### src/rtl/fbr_pkg.sv
package fbr_pkg;

    // Which diagonal of the bridge conducts in a half-cycle.
    typedef enum logic {
        DIAG_HA_LB = 1'b0,   // high side of leg A with low side of leg B
        DIAG_HB_LA = 1'b1    // high side of leg B with low side of leg A
    } diag_e;

    // Fixed-point fractions in 1/256 units.
    localparam int unsigned FRAC_SH   = 8;
    localparam int unsigned CLAMP_NUM = 115;  // 115/256 < 0.45 on-time ceiling
    localparam int unsigned CEIL_NUM  = 45;   // 1 + 45/256 < 1/0.85 half-period ceiling

    // Longest half-period the sweep or command may reach.
    function automatic int unsigned ceil_half_period(input int unsigned hp_max);
        return hp_max + ((hp_max * CEIL_NUM) >> FRAC_SH);
    endfunction

    // On-time for a half-period and duty request, with the hard ceiling applied.
    function automatic int unsigned on_time(input int unsigned hp,
                                            input int unsigned duty,
                                            input int          duty_bits);
        int unsigned req;
        int unsigned cap;
        req = (hp * duty) >> duty_bits;
        cap = (hp * CLAMP_NUM) >> FRAC_SH;
        return (req < cap) ? req : cap;
    endfunction

endpackage

### src/rtl/fbr_sweep.sv
module fbr_sweep
    import fbr_pkg::*;
#(
    parameter int HP_W     = 12,
    parameter int STEP_CYC = 16
) (
    input  logic            clk,
    input  logic            rst,
    input  logic            en,
    input  logic            struck,
    input  logic            ovp,
    input  logic [HP_W-1:0] hp_max,
    input  logic [HP_W-1:0] hp_cmd,
    output logic [HP_W:0]   hp_eff
);
    localparam int HPI_W  = HP_W + 1;
    localparam int STEP_W = (STEP_CYC > 1) ? $clog2(STEP_CYC) : 1;

    logic [HPI_W-1:0]  sweep_hp;
    logic [HPI_W-1:0]  base_hp;
    logic [HPI_W-1:0]  ceil_hp;
    logic [HPI_W-1:0]  cmd_hp;
    logic [HPI_W-1:0]  cmd_clamped;
    logic              tracking;
    logic [STEP_W-1:0] step_cnt;

    assign base_hp = {1'b0, hp_max};
    assign cmd_hp  = {1'b0, hp_cmd};
    assign ceil_hp = HPI_W'(ceil_half_period(32'(hp_max)));

    always_comb begin
        if (cmd_hp < base_hp)
            cmd_clamped = base_hp;
        else if (cmd_hp > ceil_hp)
            cmd_clamped = ceil_hp;
        else
            cmd_clamped = cmd_hp;
    end

    always_comb begin
        if (ovp)
            hp_eff = base_hp;
        else if (tracking)
            hp_eff = cmd_clamped;
        else
            hp_eff = sweep_hp;
    end

    always_ff @(posedge clk) begin
        if (rst || !en) begin
            sweep_hp <= base_hp;
            tracking <= 1'b0;
            step_cnt <= '0;
        end else if (!tracking) begin
            if (struck) begin
                tracking <= 1'b1;
            end else if (!ovp) begin
                if (step_cnt == STEP_W'(STEP_CYC - 1)) begin
                    step_cnt <= '0;
                    if (sweep_hp < ceil_hp)
                        sweep_hp <= sweep_hp + 1'b1;
                end else begin
                    step_cnt <= step_cnt + 1'b1;
                end
            end
        end
    end

    AST_SWEEP_WINDOW: assert property (@(posedge clk) disable iff (rst)
        (sweep_hp >= base_hp) && (sweep_hp <= ceil_hp))
        else $error("sweep left its window");

    AST_TRACK_HOLD: assert property (@(posedge clk) disable iff (rst)
        (en && tracking) |=> tracking)
        else $error("tracking dropped while enabled");

    AST_OVP_FREEZE: assert property (@(posedge clk) disable iff (rst)
        (en && ovp && !tracking) |=> $stable(sweep_hp))
        else $error("sweep moved under over-voltage");

endmodule

### src/rtl/fbr_halfcycle.sv
module fbr_halfcycle
    import fbr_pkg::*;
#(
    parameter int HP_W      = 12,
    parameter int DUTY_W    = 8,
    parameter int DEAD_W    = 4,
    parameter int BLANK_CYC = 37
) (
    input  logic              clk,
    input  logic              rst,
    input  logic              en,
    input  logic              burst,
    input  logic [HP_W:0]     hp_eff,
    input  logic [DUTY_W-1:0] duty,
    input  logic [DEAD_W-1:0] dead,
    input  logic              ilim_a,
    input  logic              ilim_b,
    output logic              active,
    output diag_e             diag,
    output logic              lo_kill
);
    localparam int HPI_W = HP_W + 1;
    localparam int WIN_W = HPI_W + 1;

    typedef struct packed {
        logic [HPI_W-1:0] hp;
        logic [HPI_W-1:0] ton;
    } slot_t;

    slot_t            slot;
    slot_t            slot_nx;
    logic             run;
    logic             burst_q;
    logic             kill;
    logic [HPI_W-1:0] cnt;
    logic [WIN_W-1:0] cnt_w;
    logic [WIN_W-1:0] dead_w;
    logic [WIN_W-1:0] win_end;
    logic [WIN_W-1:0] blank_end;
    logic             wrap;
    logic             leg_lim;

    assign slot_nx.hp  = hp_eff;
    assign slot_nx.ton = HPI_W'(on_time(32'(hp_eff), 32'(duty), DUTY_W));

    assign cnt_w     = {1'b0, cnt};
    assign dead_w    = WIN_W'(dead);
    assign win_end   = dead_w + {1'b0, slot.ton};
    assign blank_end = dead_w + WIN_W'(BLANK_CYC);
    assign wrap      = !run || (cnt == slot.hp - 1'b1);
    assign leg_lim   = (diag == DIAG_HA_LB) ? ilim_b : ilim_a;

    always_ff @(posedge clk) begin
        if (rst) begin
            run     <= 1'b0;
            burst_q <= 1'b0;
            cnt     <= '0;
            diag    <= DIAG_HA_LB;
            slot    <= '0;
            kill    <= 1'b0;
        end else begin
            burst_q <= burst;
            if (!en) begin
                run  <= 1'b0;
                cnt  <= '0;
                kill <= 1'b0;
                diag <= DIAG_HA_LB;
            end else begin
                run <= 1'b1;
                if (wrap) begin
                    cnt  <= '0;
                    slot <= slot_nx;
                    kill <= 1'b0;
                    if (run && diag == DIAG_HA_LB)
                        diag <= DIAG_HB_LA;
                    else
                        diag <= DIAG_HA_LB;
                end else begin
                    cnt <= cnt + 1'b1;
                    if (cnt_w >= blank_end && leg_lim)
                        kill <= 1'b1;
                end
            end
        end
    end

    assign active  = run && burst_q && (cnt_w >= dead_w) && (cnt_w < win_end);
    assign lo_kill = kill;

    AST_TON_CLAMP: assert property (@(posedge clk) disable iff (rst)
        ((32'(slot.ton) << 8) <= (32'(slot.hp) * 32'd115)))
        else $error("on-time above ceiling");

    AST_DEAD_GAP: assert property (@(posedge clk) disable iff (rst)
        ((dead != '0) && (diag != $past(diag))) |-> !active)
        else $error("diagonal switched without dead time");

    AST_BLANK_HONOURED: assert property (@(posedge clk) disable iff (rst)
        $rose(kill) |-> ($past(cnt) >= HPI_W'(BLANK_CYC)))
        else $error("current limit taken inside blanking");

    AST_KILL_PER_HALF: assert property (@(posedge clk) disable iff (rst)
        $fell(kill) |-> ((cnt == '0) || !run))
        else $error("cut released inside a half-cycle");

endmodule

### src/rtl/fbr_gate_map.sv
module fbr_gate_map
    import fbr_pkg::*;
(
    input  logic  active,
    input  diag_e diag,
    input  logic  lo_kill,
    output logic  gh_a,
    output logic  gl_a,
    output logic  gh_b,
    output logic  gl_b
);
    logic on_a;
    logic on_b;

    assign on_a = active && (diag == DIAG_HA_LB);
    assign on_b = active && (diag == DIAG_HB_LA);

    assign gh_a = on_a;
    assign gl_b = on_a && !lo_kill;
    assign gh_b = on_b;
    assign gl_a = on_b && !lo_kill;

endmodule

### src/rtl/fbr_drive_seq.sv
module fbr_drive_seq
    import fbr_pkg::*;
#(
    parameter int HP_W      = 12,
    parameter int DUTY_W    = 8,
    parameter int DEAD_W    = 4,
    parameter int BLANK_CYC = 37,
    parameter int STEP_CYC  = 16
) (
    input  logic              clk,
    input  logic              rst,
    input  logic              en,
    input  logic              burst,
    input  logic              struck,
    input  logic              ovp,
    input  logic [HP_W-1:0]   hp_max,
    input  logic [HP_W-1:0]   hp_cmd,
    input  logic [DUTY_W-1:0] duty,
    input  logic [DEAD_W-1:0] dead,
    input  logic              ilim_a,
    input  logic              ilim_b,
    output logic              gh_a,
    output logic              gl_a,
    output logic              gh_b,
    output logic              gl_b
);
    logic [HP_W:0] hp_eff;
    logic          active;
    diag_e         diag;
    logic          lo_kill;

    fbr_sweep #(
        .HP_W     (HP_W),
        .STEP_CYC (STEP_CYC)
    ) u_sweep (
        .clk    (clk),
        .rst    (rst),
        .en     (en),
        .struck (struck),
        .ovp    (ovp),
        .hp_max (hp_max),
        .hp_cmd (hp_cmd),
        .hp_eff (hp_eff)
    );

    fbr_halfcycle #(
        .HP_W      (HP_W),
        .DUTY_W    (DUTY_W),
        .DEAD_W    (DEAD_W),
        .BLANK_CYC (BLANK_CYC)
    ) u_half (
        .clk     (clk),
        .rst     (rst),
        .en      (en),
        .burst   (burst),
        .hp_eff  (hp_eff),
        .duty    (duty),
        .dead    (dead),
        .ilim_a  (ilim_a),
        .ilim_b  (ilim_b),
        .active  (active),
        .diag    (diag),
        .lo_kill (lo_kill)
    );

    fbr_gate_map u_map (
        .active  (active),
        .diag    (diag),
        .lo_kill (lo_kill),
        .gh_a    (gh_a),
        .gl_a    (gl_a),
        .gh_b    (gh_b),
        .gl_b    (gl_b)
    );

    AST_NO_SHOOT: assert property (@(posedge clk) disable iff (rst)
        !(gh_a && gl_a) && !(gh_b && gl_b))
        else $error("same-leg overlap");

    AST_DIAG_EXCL: assert property (@(posedge clk) disable iff (rst)
        !((gh_a || gl_b) && (gh_b || gl_a)))
        else $error("both diagonals on");

    AST_EN_OFF: assert property (@(posedge clk) disable iff (rst)
        !en |=> !(gh_a || gl_a || gh_b || gl_b))
        else $error("output on while disabled");

    AST_BURST_OFF: assert property (@(posedge clk) disable iff (rst)
        !burst |=> !(gh_a || gl_a || gh_b || gl_b))
        else $error("output on outside burst");

    AST_LOW_NEEDS_HIGH: assert property (@(posedge clk) disable iff (rst)
        (gl_b |-> gh_a) and (gl_a |-> gh_b))
        else $error("low side on without its diagonal partner");

endmodule

### config.mk
export PLATFORM = sky130hd
export DESIGN_NAME = fbr_drive_seq
export DESIGN_NICKNAME = d
export VERILOG_FILES = /design/src/rtl/fbr_pkg.sv /design/src/rtl/fbr_sweep.sv /design/src/rtl/fbr_halfcycle.sv /design/src/rtl/fbr_gate_map.sv /design/src/rtl/fbr_drive_seq.sv
export SDC_FILE = /design/constraint.sdc
export NUM_CORES = 1
export LEC_CHECK = 0
export ABC_CLOCK_PERIOD_IN_PS = 15000
export BUFFER_PORTS_ARGS = -buffer_cell sky130_fd_sc_hd__buf_2
export CORE_ASPECT_RATIO = 0.75
export CORE_MARGIN = 3
export CORE_UTILIZATION = 35
export DETAILED_ROUTE_END_ITERATION = 8
export GPL_TIMING_DRIVEN = 1
export PLACE_DENSITY = 0.49
export SLEW_MARGIN = 20
export SYNTH_ARGS = -nofsm -noshare
export SYNTH_HDL_FRONTEND = slang
export SYNTH_SLANG_ARGS = --single-unit
### constraint.sdc
create_clock -name clk -period 15 [get_ports clk]
set_clock_uncertainty 0.05 [all_clocks]
set_input_delay 1.5 -clock clk [delete_from_list [all_inputs] [get_ports clk]]
set_output_delay 1.5 -clock clk [all_outputs]
set_load 0.01 [all_outputs]
Word level (Yosys, flattened, before mapping)
Cells that the tools add are included.
{"block": "classes", "bitwise_logic": 5, "n_mux": 17, "addsub": 7, "n_mul": 3, "eq_ne": 5, "reduce_logical": 22, "order_cmp": 7}
{"operator": "two-way mux 12 bit", "n": 6}
{"operator": "two-way mux 13 bit", "n": 5}
{"operator": "adder 13 x 1 -> 13 bit, second input constant", "n": 2}
{"operator": "multiplier 13 x 8 -> 21 bit", "n": 1}
{"operator": "multiplier 13 x 7 -> 20 bit, second input constant", "n": 1}
{"operator": "multiplier 12 x 6 -> 18 bit, second input constant", "n": 1}
{"operator": "adder 4 x 13 -> 14 bit", "n": 1}
{"operator": "greater-or-equal comparator 13 x 14 -> 1 bit", "n": 1}
{"operator": "less-than comparator 13 x 14 -> 1 bit", "n": 1}
{"operator": "adder 12 x 10 -> 13 bit", "n": 1}
{"operator": "== test 13 bit", "n": 1}
{"operator": "greater-or-equal comparator 13 x 4 -> 1 bit", "n": 1}
{"operator": "> comparator 12 x 13 -> 1 bit", "n": 1}
{"operator": "less-than comparator 13 x 12 -> 1 bit", "n": 1}
{"operator": "less-than comparator 13 bit", "n": 1}
{"operator": "subtractor 13 x 1 -> 13 bit, second input constant", "n": 1}
{"operator": "less-than comparator 12 bit", "n": 1}
{"operator": "AND reduction 5 bit", "n": 2}
{"operator": "logical AND 1 bit", "n": 9}
{"operator": "adder 4 x 6 -> 7 bit, second input constant", "n": 1}
{"operator": "two-way mux 1 bit", "n": 5}
{"operator": "inverter 1 bit", "n": 5}
{"operator": "adder 4 x 1 -> 4 bit, second input constant", "n": 1}
{"operator": "== test 4 bit, second input constant", "n": 1}
{"operator": "10 further kinds", "n": 15}
{"block": "totals", "in_bits": 44, "output_inout_bits": 4, "reg_bits": 61, "wordCells": 77}

Depth between registers and ports, before layout
{"block": "depth", "depth_word": 10, "ltp_mapped": 64, "depth_no_buf": 61}

Hierarchy
From an unflattened synthesis, not the netlist that was laid out.
{"block": "unflattened", "hier_cells": 1430, "area_unflattened_um2": 12225.5}
{"mod": "fbr_halfcycle", "area_each_um2": 8296.7, "cells_each": 961, "seq_area_each_um2": 860.8, "n_inst": 1}
{"mod": "fbr_sweep", "area_each_um2": 3893.7, "cells_each": 465, "seq_area_each_um2": 480.5, "n_inst": 1}
{"mod": "fbr_gate_map", "area_each_um2": 35.0, "cells_each": 4, "seq_area_each_um2": 0.0, "n_inst": 1}

Worst setup path after synthesis
No wires, ideal clock.
{"block": "synth_path", "kind": "input -> register", "from": "input hp_max[3]", "to": "register u_half.slot[2] (netlist name)", "setup_slack_ns": 1.144, "arrival_time_ns": 13.670, "cell_stages": 60, "setup_time_ns": 0.136, "required_time_ns": 14.814, "path_buffers": 3, "path_cell_list": "ha_1 > ha_1 > fa_1 > ha_1 > and4b_1 > o21a_1 > o21a_1 > o21a_1 > o21a_1 > o21a_1 > o21a_1 > o21a_1 > o21a_1 > o21a_1 > o21a_1 > nor2_1 > ha_1 > a21oi_1 > (+24 left out) > o21ai_0 > a21oi_1 > o21bai_1 > a21oi_1 > o21bai_1 > a21oi_1 > a21oi_1 > a311oi_1 > o21bai_1 > xnor2_1 > ha_1 > nand3_1 > nor3_1 > o211ai_2 > o2111ai_4 > buf_6 > mux2i_1 > a211oi_1"}
{"block": "synth_via", "elab_chain_len": 10, "word_cells_on_any_way": 12, "classes_between": "1 x add/sub; 3 x mul; 3 x order compare; 5 x mux"}
{"element": "start: declaration", "line_no": "fbr_drive_seq.sv:16", "rtl": "input logic [HP_W-1:0] hp_max,"}
{"element": "multiplier 12 x 6 -> 18 bit", "line_no": "fbr_pkg.sv:16", "rtl": "return hp_max + ((hp_max * CEIL_NUM) >> FRAC_SH);"}
{"element": "adder 12 x 10 -> 13 bit", "line_no": "fbr_pkg.sv:16"}
{"element": "> comparator 12 x 13 -> 1 bit", "line_no": "fbr_sweep.sv:34", "rtl": "else if (cmd_hp > ceil_hp)"}
{"element": "two-way mux 13 bit", "line_no": "fbr_sweep.sv:34"}
{"element": "two-way mux 13 bit *", "line_no": "fbr_sweep.sv:32", "rtl": "if (cmd_hp < base_hp)"}
{"element": "two-way mux 13 bit *", "line_no": "fbr_sweep.sv:43", "rtl": "else if (tracking)"}
{"element": "two-way mux 13 bit *", "line_no": "fbr_sweep.sv:41", "rtl": "if (ovp)"}
{"element": "via hp_eff[2]", "line_no": "fbr_drive_seq.sv:27", "rtl": "logic [HP_W:0] hp_eff;"}
{"element": "multiplier 13 x 8 -> 21 bit / multiplier 13 x 7 -> 20 bit (equally long branches)", "line_no": "fbr_pkg.sv:25, fbr_pkg.sv:26"}
{"element": "less-than comparator 13 x 12 -> 1 bit", "line_no": "fbr_pkg.sv:27", "rtl": "return (req < cap) ? req : cap;"}
{"element": "two-way mux 13 bit *", "line_no": "fbr_pkg.sv:27"}
{"element": "end signal: assignment", "line_no": "fbr_halfcycle.sv:72", "rtl": "slot <= slot_nx;"}
{"element": "end: declaration", "line_no": "fbr_halfcycle.sv:30", "rtl": "slot_t slot;"}
The timed path passes the listed nets; every way through them passes the cells marked *.
A chain may end at the register's enable or synchronous reset.

Final worst setup path
{"block": "layout_path", "from": "input hp_max[3]", "to": "register u_half.slot[1] (netlist name)"}
{"block": "layout_via", "elab_chain_len": 10, "word_cells_on_any_way": 12, "classes_between": "1 x add/sub; 3 x mul; 3 x order compare; 5 x mux"}
{"element": "multiplier 12 x 6 -> 18 bit", "line_no": "fbr_pkg.sv:16"}
{"element": "adder 12 x 10 -> 13 bit", "line_no": "fbr_pkg.sv:16"}
{"element": "> comparator 12 x 13 -> 1 bit", "line_no": "fbr_sweep.sv:34"}
{"element": "two-way mux 13 bit", "line_no": "fbr_sweep.sv:34"}
{"element": "two-way mux 13 bit", "line_no": "fbr_sweep.sv:32"}
{"element": "two-way mux 13 bit", "line_no": "fbr_sweep.sv:43"}
{"element": "two-way mux 13 bit *", "line_no": "fbr_sweep.sv:41"}
{"element": "multiplier 13 x 8 -> 21 bit / multiplier 13 x 7 -> 20 bit (equally long branches)", "line_no": "fbr_pkg.sv:25, fbr_pkg.sv:26"}
{"element": "less-than comparator 13 x 12 -> 1 bit", "line_no": "fbr_pkg.sv:27"}
{"element": "two-way mux 13 bit *", "line_no": "fbr_pkg.sv:27"}
Mark *: on every way between the ends. The rest lies on a longest branch, timed or not.

==> results.tsv <==
stage	metric	value	unit
place	port_buffers	47	
cells_and_area	final_util	39.9	%
worst_setup_path	crit_family	compound AO/OA/AOI/OAI gates	
floorplan	die_area	35900	um^2
global_route	grt_pass1_wl	54.6	mm
floorplan	die_x	218	um
global_route	grt_max_degree	40	
worst_setup_path	crit_start	hp_max[3]	
route	via_per_inst	5.19	
clocking	cts.clk_slew.worst_paths	0.06	ns
worst_setup_path	startpoint_type	primary input	
cells_and_area	seq_area	1340	um^2
synth	synth_flop_cell	dfxtp_1	
cells_and_area	diodes	0	
synth	synth_area_leader_cell	ha_1	
synth	synth-compound-area-share	15.4	%
route	drt_first_pass_iters	5	
floorplan	initial_core_util	35.9	%
timing	setup_viol	0	
worst_setup_path	r2r_cells	31	
timing	period_needed	14.18	ns
route	routed_wl	34.2	mm
worst_setup_path	cp.required	15.19	ns
clocking	cts_root_buffer	clkbuf_16	
floorplan	core-area	32700	um^2
worst_setup_path	r2r-end	u_half.slot[0]$_SDFFE_PP0P_	
route	drc_errors	0	
timing	maxSlewHeadroom	28.1	%
worst_setup_path	path_class	in -> reg	
cells_and_area	multiInputGateArea	9580	um^2
synth	synth_top_area_share	21.7	%
clocking	cts_buffer_depth	2	
timing	hold_viol	0	
floorplan	die_y	165	um
synth	syn_area	11800	um^2
global_route	grt_overflow	0	
synth	ys_warn_count	0	
synth	synthCells	1369	
global_route	grtUsageMet1	31.7	%
place	routabilityCongestion	0.899	
cells_and_area	area_growth_syn_to_layout	11.0	%
synth	async_flop_share	0	%
synth	synth_top_family_by_area	adder cells	
worst_setup_path	end_kind	register	
synth	synth.ff_latch_count	61	
worst_setup_path	crit_buf_inv	7	
worst_setup_path	crit_path_end	u_half.slot[1]$_SDFFE_PP0P_	
clocking	h-tree-depth	3	
timing	fin_crit_sh	94.5	%
run	maxCapViolations	0	
synth	synth-simple-area-share	16.2	%
synth	ys_top_cells_by_area	ha_1, fa_1, dfxtp_1	
worst_setup_path	cp_common_cell	o21a_1	
synth	seq_area_frac_synth	11.4	%
global_route	antenna_found_initial	0	
floorplan	io_pins	48	
min_path	worstHoldPathCells	2	
clocking	clock-sinks	61	
cells_and_area	final_layout_size_suffix_gt1_share	9.29	%
synth	synth_cell_type_count	73	
clocking	cts_inserted_buffers	9	
global_route	grt_usage	19.6	%
timing	fmax	70.5	MHz
route	drt-initial-drc-count	696	
route	antenna_left	0	
status	status	complete, no violations	
worst_setup_path	cp_slowest_cell	fa_1	
synth	synth_common_cells	ha_1, inv_1, fa_1	
clocking	cts_tree	done	
global_route	grt_most_used_layer	met1	
route	drt-wirelength-per-cell	18.3	um
synth	syn_avg_cell_area	8.59	um^2
timing	worst_pin_slew	1.08	ns
global_route	first_global_vias	9689	
synth	synth_edf_count	12	
global_route	use_met2	27.7	%
cells_and_area	n_fill_cell	3341	
worst_setup_path	rrSetupSlack	6.86	ns
cells_and_area	final_nets	1786	
clocking	clock_latency	0.33	ns
route	dr_total_vias	9735	
worst_setup_path	timing.rr.start	u_sweep.tracking$_SDFF_PN0_	
synth	synth_xor_area_share	6.85	%
cells_and_area	stdcell_area	13100	um^2
min_path	min_path_type	reg -> reg	
floorplan	std_cell_rows	57	
global_route	met3_usage	2.15	%
place	dp_hpwl	28.1	mm
synth	synth_mux_area_share	1.66	%
synth	synthAdderAreaFrac	40.6	%
timing	slew_viol_final	0	
worst_setup_path	crit_arrival	14.38	ns
synth	syn_nets	1728	
place	placed_area	12700	um^2
worst_setup_path	crit_fanout	12	
worst_setup_path	cp.depth	57	
worst_setup_path	slowest_delay	0.54	ns
[cells by family after synthesis]
logic type | after synthesis
xor gates and xnor gates | 92
AOI/OAI and AO/OA | 263
and+or+nand+nor | 376
adders and majority gates | 315
DFF | 61
muxes | 19
buffers and inverters | 243
[repair_timing]
action | CTS | global route
gates resized for setup | 0 | 11
setup endpoints to repair | 0 | 12
hold buffers | 0 | 0
setup buffers | 0 | 3
[cells in the final DEF (no fill, tap or decap), types with 4 or more instances in the layout]
cell type / instances
a211oi_1: 14
a21o_1: 33
a21oi_1: 65
a22oi_1: 4
a31oi_1: 8
and2_1: 74
and3_1: 17
buf_2: 47
buf_4: 35
clkbuf_16: 9
dfxtp_1: 49
edfxtp_1: 12
fa_1: 111
ha_1: 204
inv_1: 204
mux2i_1: 18
nand2_1: 89
nand2b_1: 13
nand3_1: 29
nand4_1: 13
nor2_1: 78
nor2b_1: 16
nor3_1: 21
o2111ai_1: 4
o21a_1: 18
o21ai_0: 44
o21ai_1: 7
o21bai_1: 9
o22ai_1: 12
or2_2: 4
or3_1: 5
xnor2_1: 44
xor2_1: 47
[worst min-delay path by stage]
stage | start | endpoint
2_1_floorplan | u_half.cnt[0]$_SDFF_PP0_ | u_half.cnt[0]$_SDFF_PP0_
3_3_place_gp | u_sweep.step_cnt[1]$_SDFFE_PN0P_ | u_sweep.step_cnt[1]$_SDFFE_PN0P_
3_5_place_dp | u_sweep.step_cnt[1]$_SDFFE_PN0P_ | u_sweep.step_cnt[1]$_SDFFE_PN0P_
4_1_cts | u_sweep.step_cnt[1]$_SDFFE_PN0P_ | u_sweep.step_cnt[1]$_SDFFE_PN0P_
5_1_grt | u_half.slot[12]$_SDFFE_PP0P_ | u_half.slot[12]$_SDFFE_PP0P_
6_report | u_sweep.step_cnt[1]$_SDFFE_PN0P_ | u_sweep.step_cnt[1]$_SDFFE_PN0P_
[sequential cells by signal, summed over array words and instances (netlist names), 4 cells and up]
name / flops
u_half.cnt: 13
u_sweep.sweep_hp: 13
u_half.slot: 26
u_sweep.step_cnt: 4
[per-layer routing]
| layer | vias up | wire (um) | part of all wire (%) |
|---|---|---|---|
| met5 | - | 0 | 0 |
| met4 | 0 | 525 | 1.5 |
| met3 | 40 | 1620 | 4.7 |
| met2 | 242 | 13300 | 39 |
| met1 | 4707 | 18800 | 55 |
| li1 | 4746 | - | - |
[stage by stage]
stage / setup WS [ns] / hold WS (ns) / TNS (ns) / cells
floorplan: 1.14 / 0.412 / 0 / 1369
global placement: 0.376 / 0.434 / 0 / 1853
detailed placement: -0.0164 / 0.436 / -0.0164 / 1853
CTS: 0.315 / 0.444 / 0 / 1869
global route: -0.0101 / 0.488 / -0.0261 / 1874
finish: 0.818 / 0.445 / 0 / 1874
[final cells by class]
| class | instances | share of cell area [%] |
|---|---|---|
| clock buffers | 9 | 1.72 |
| multi-input cells | 1067 | 73.3 |
| inverters | 205 | 5.89 |
| flip-flops and latches | 61 | 10.3 |
| clock inverters | 7 | 0.565 |
| repair buffers | 83 | 3.97 |
| well taps | 442 | 4.23 |
[worst register-to-register path, delay by kind of cell (launching register included)]
kind	cells	cell delay [ns]
and+or+nand+nor	3	0.57
xor gates and xnor gates	1	0.16
AOI/OAI and AO/OA	17	3.35
buffers and inverters	3	0.45
DFF	1	0.77
muxes	1	0.20
adders and majority gates	6	2.46
Power is left out: the tool's default activity adds up to more than one toggle a clock period on the data nets, which glitch-free logic cannot reach.
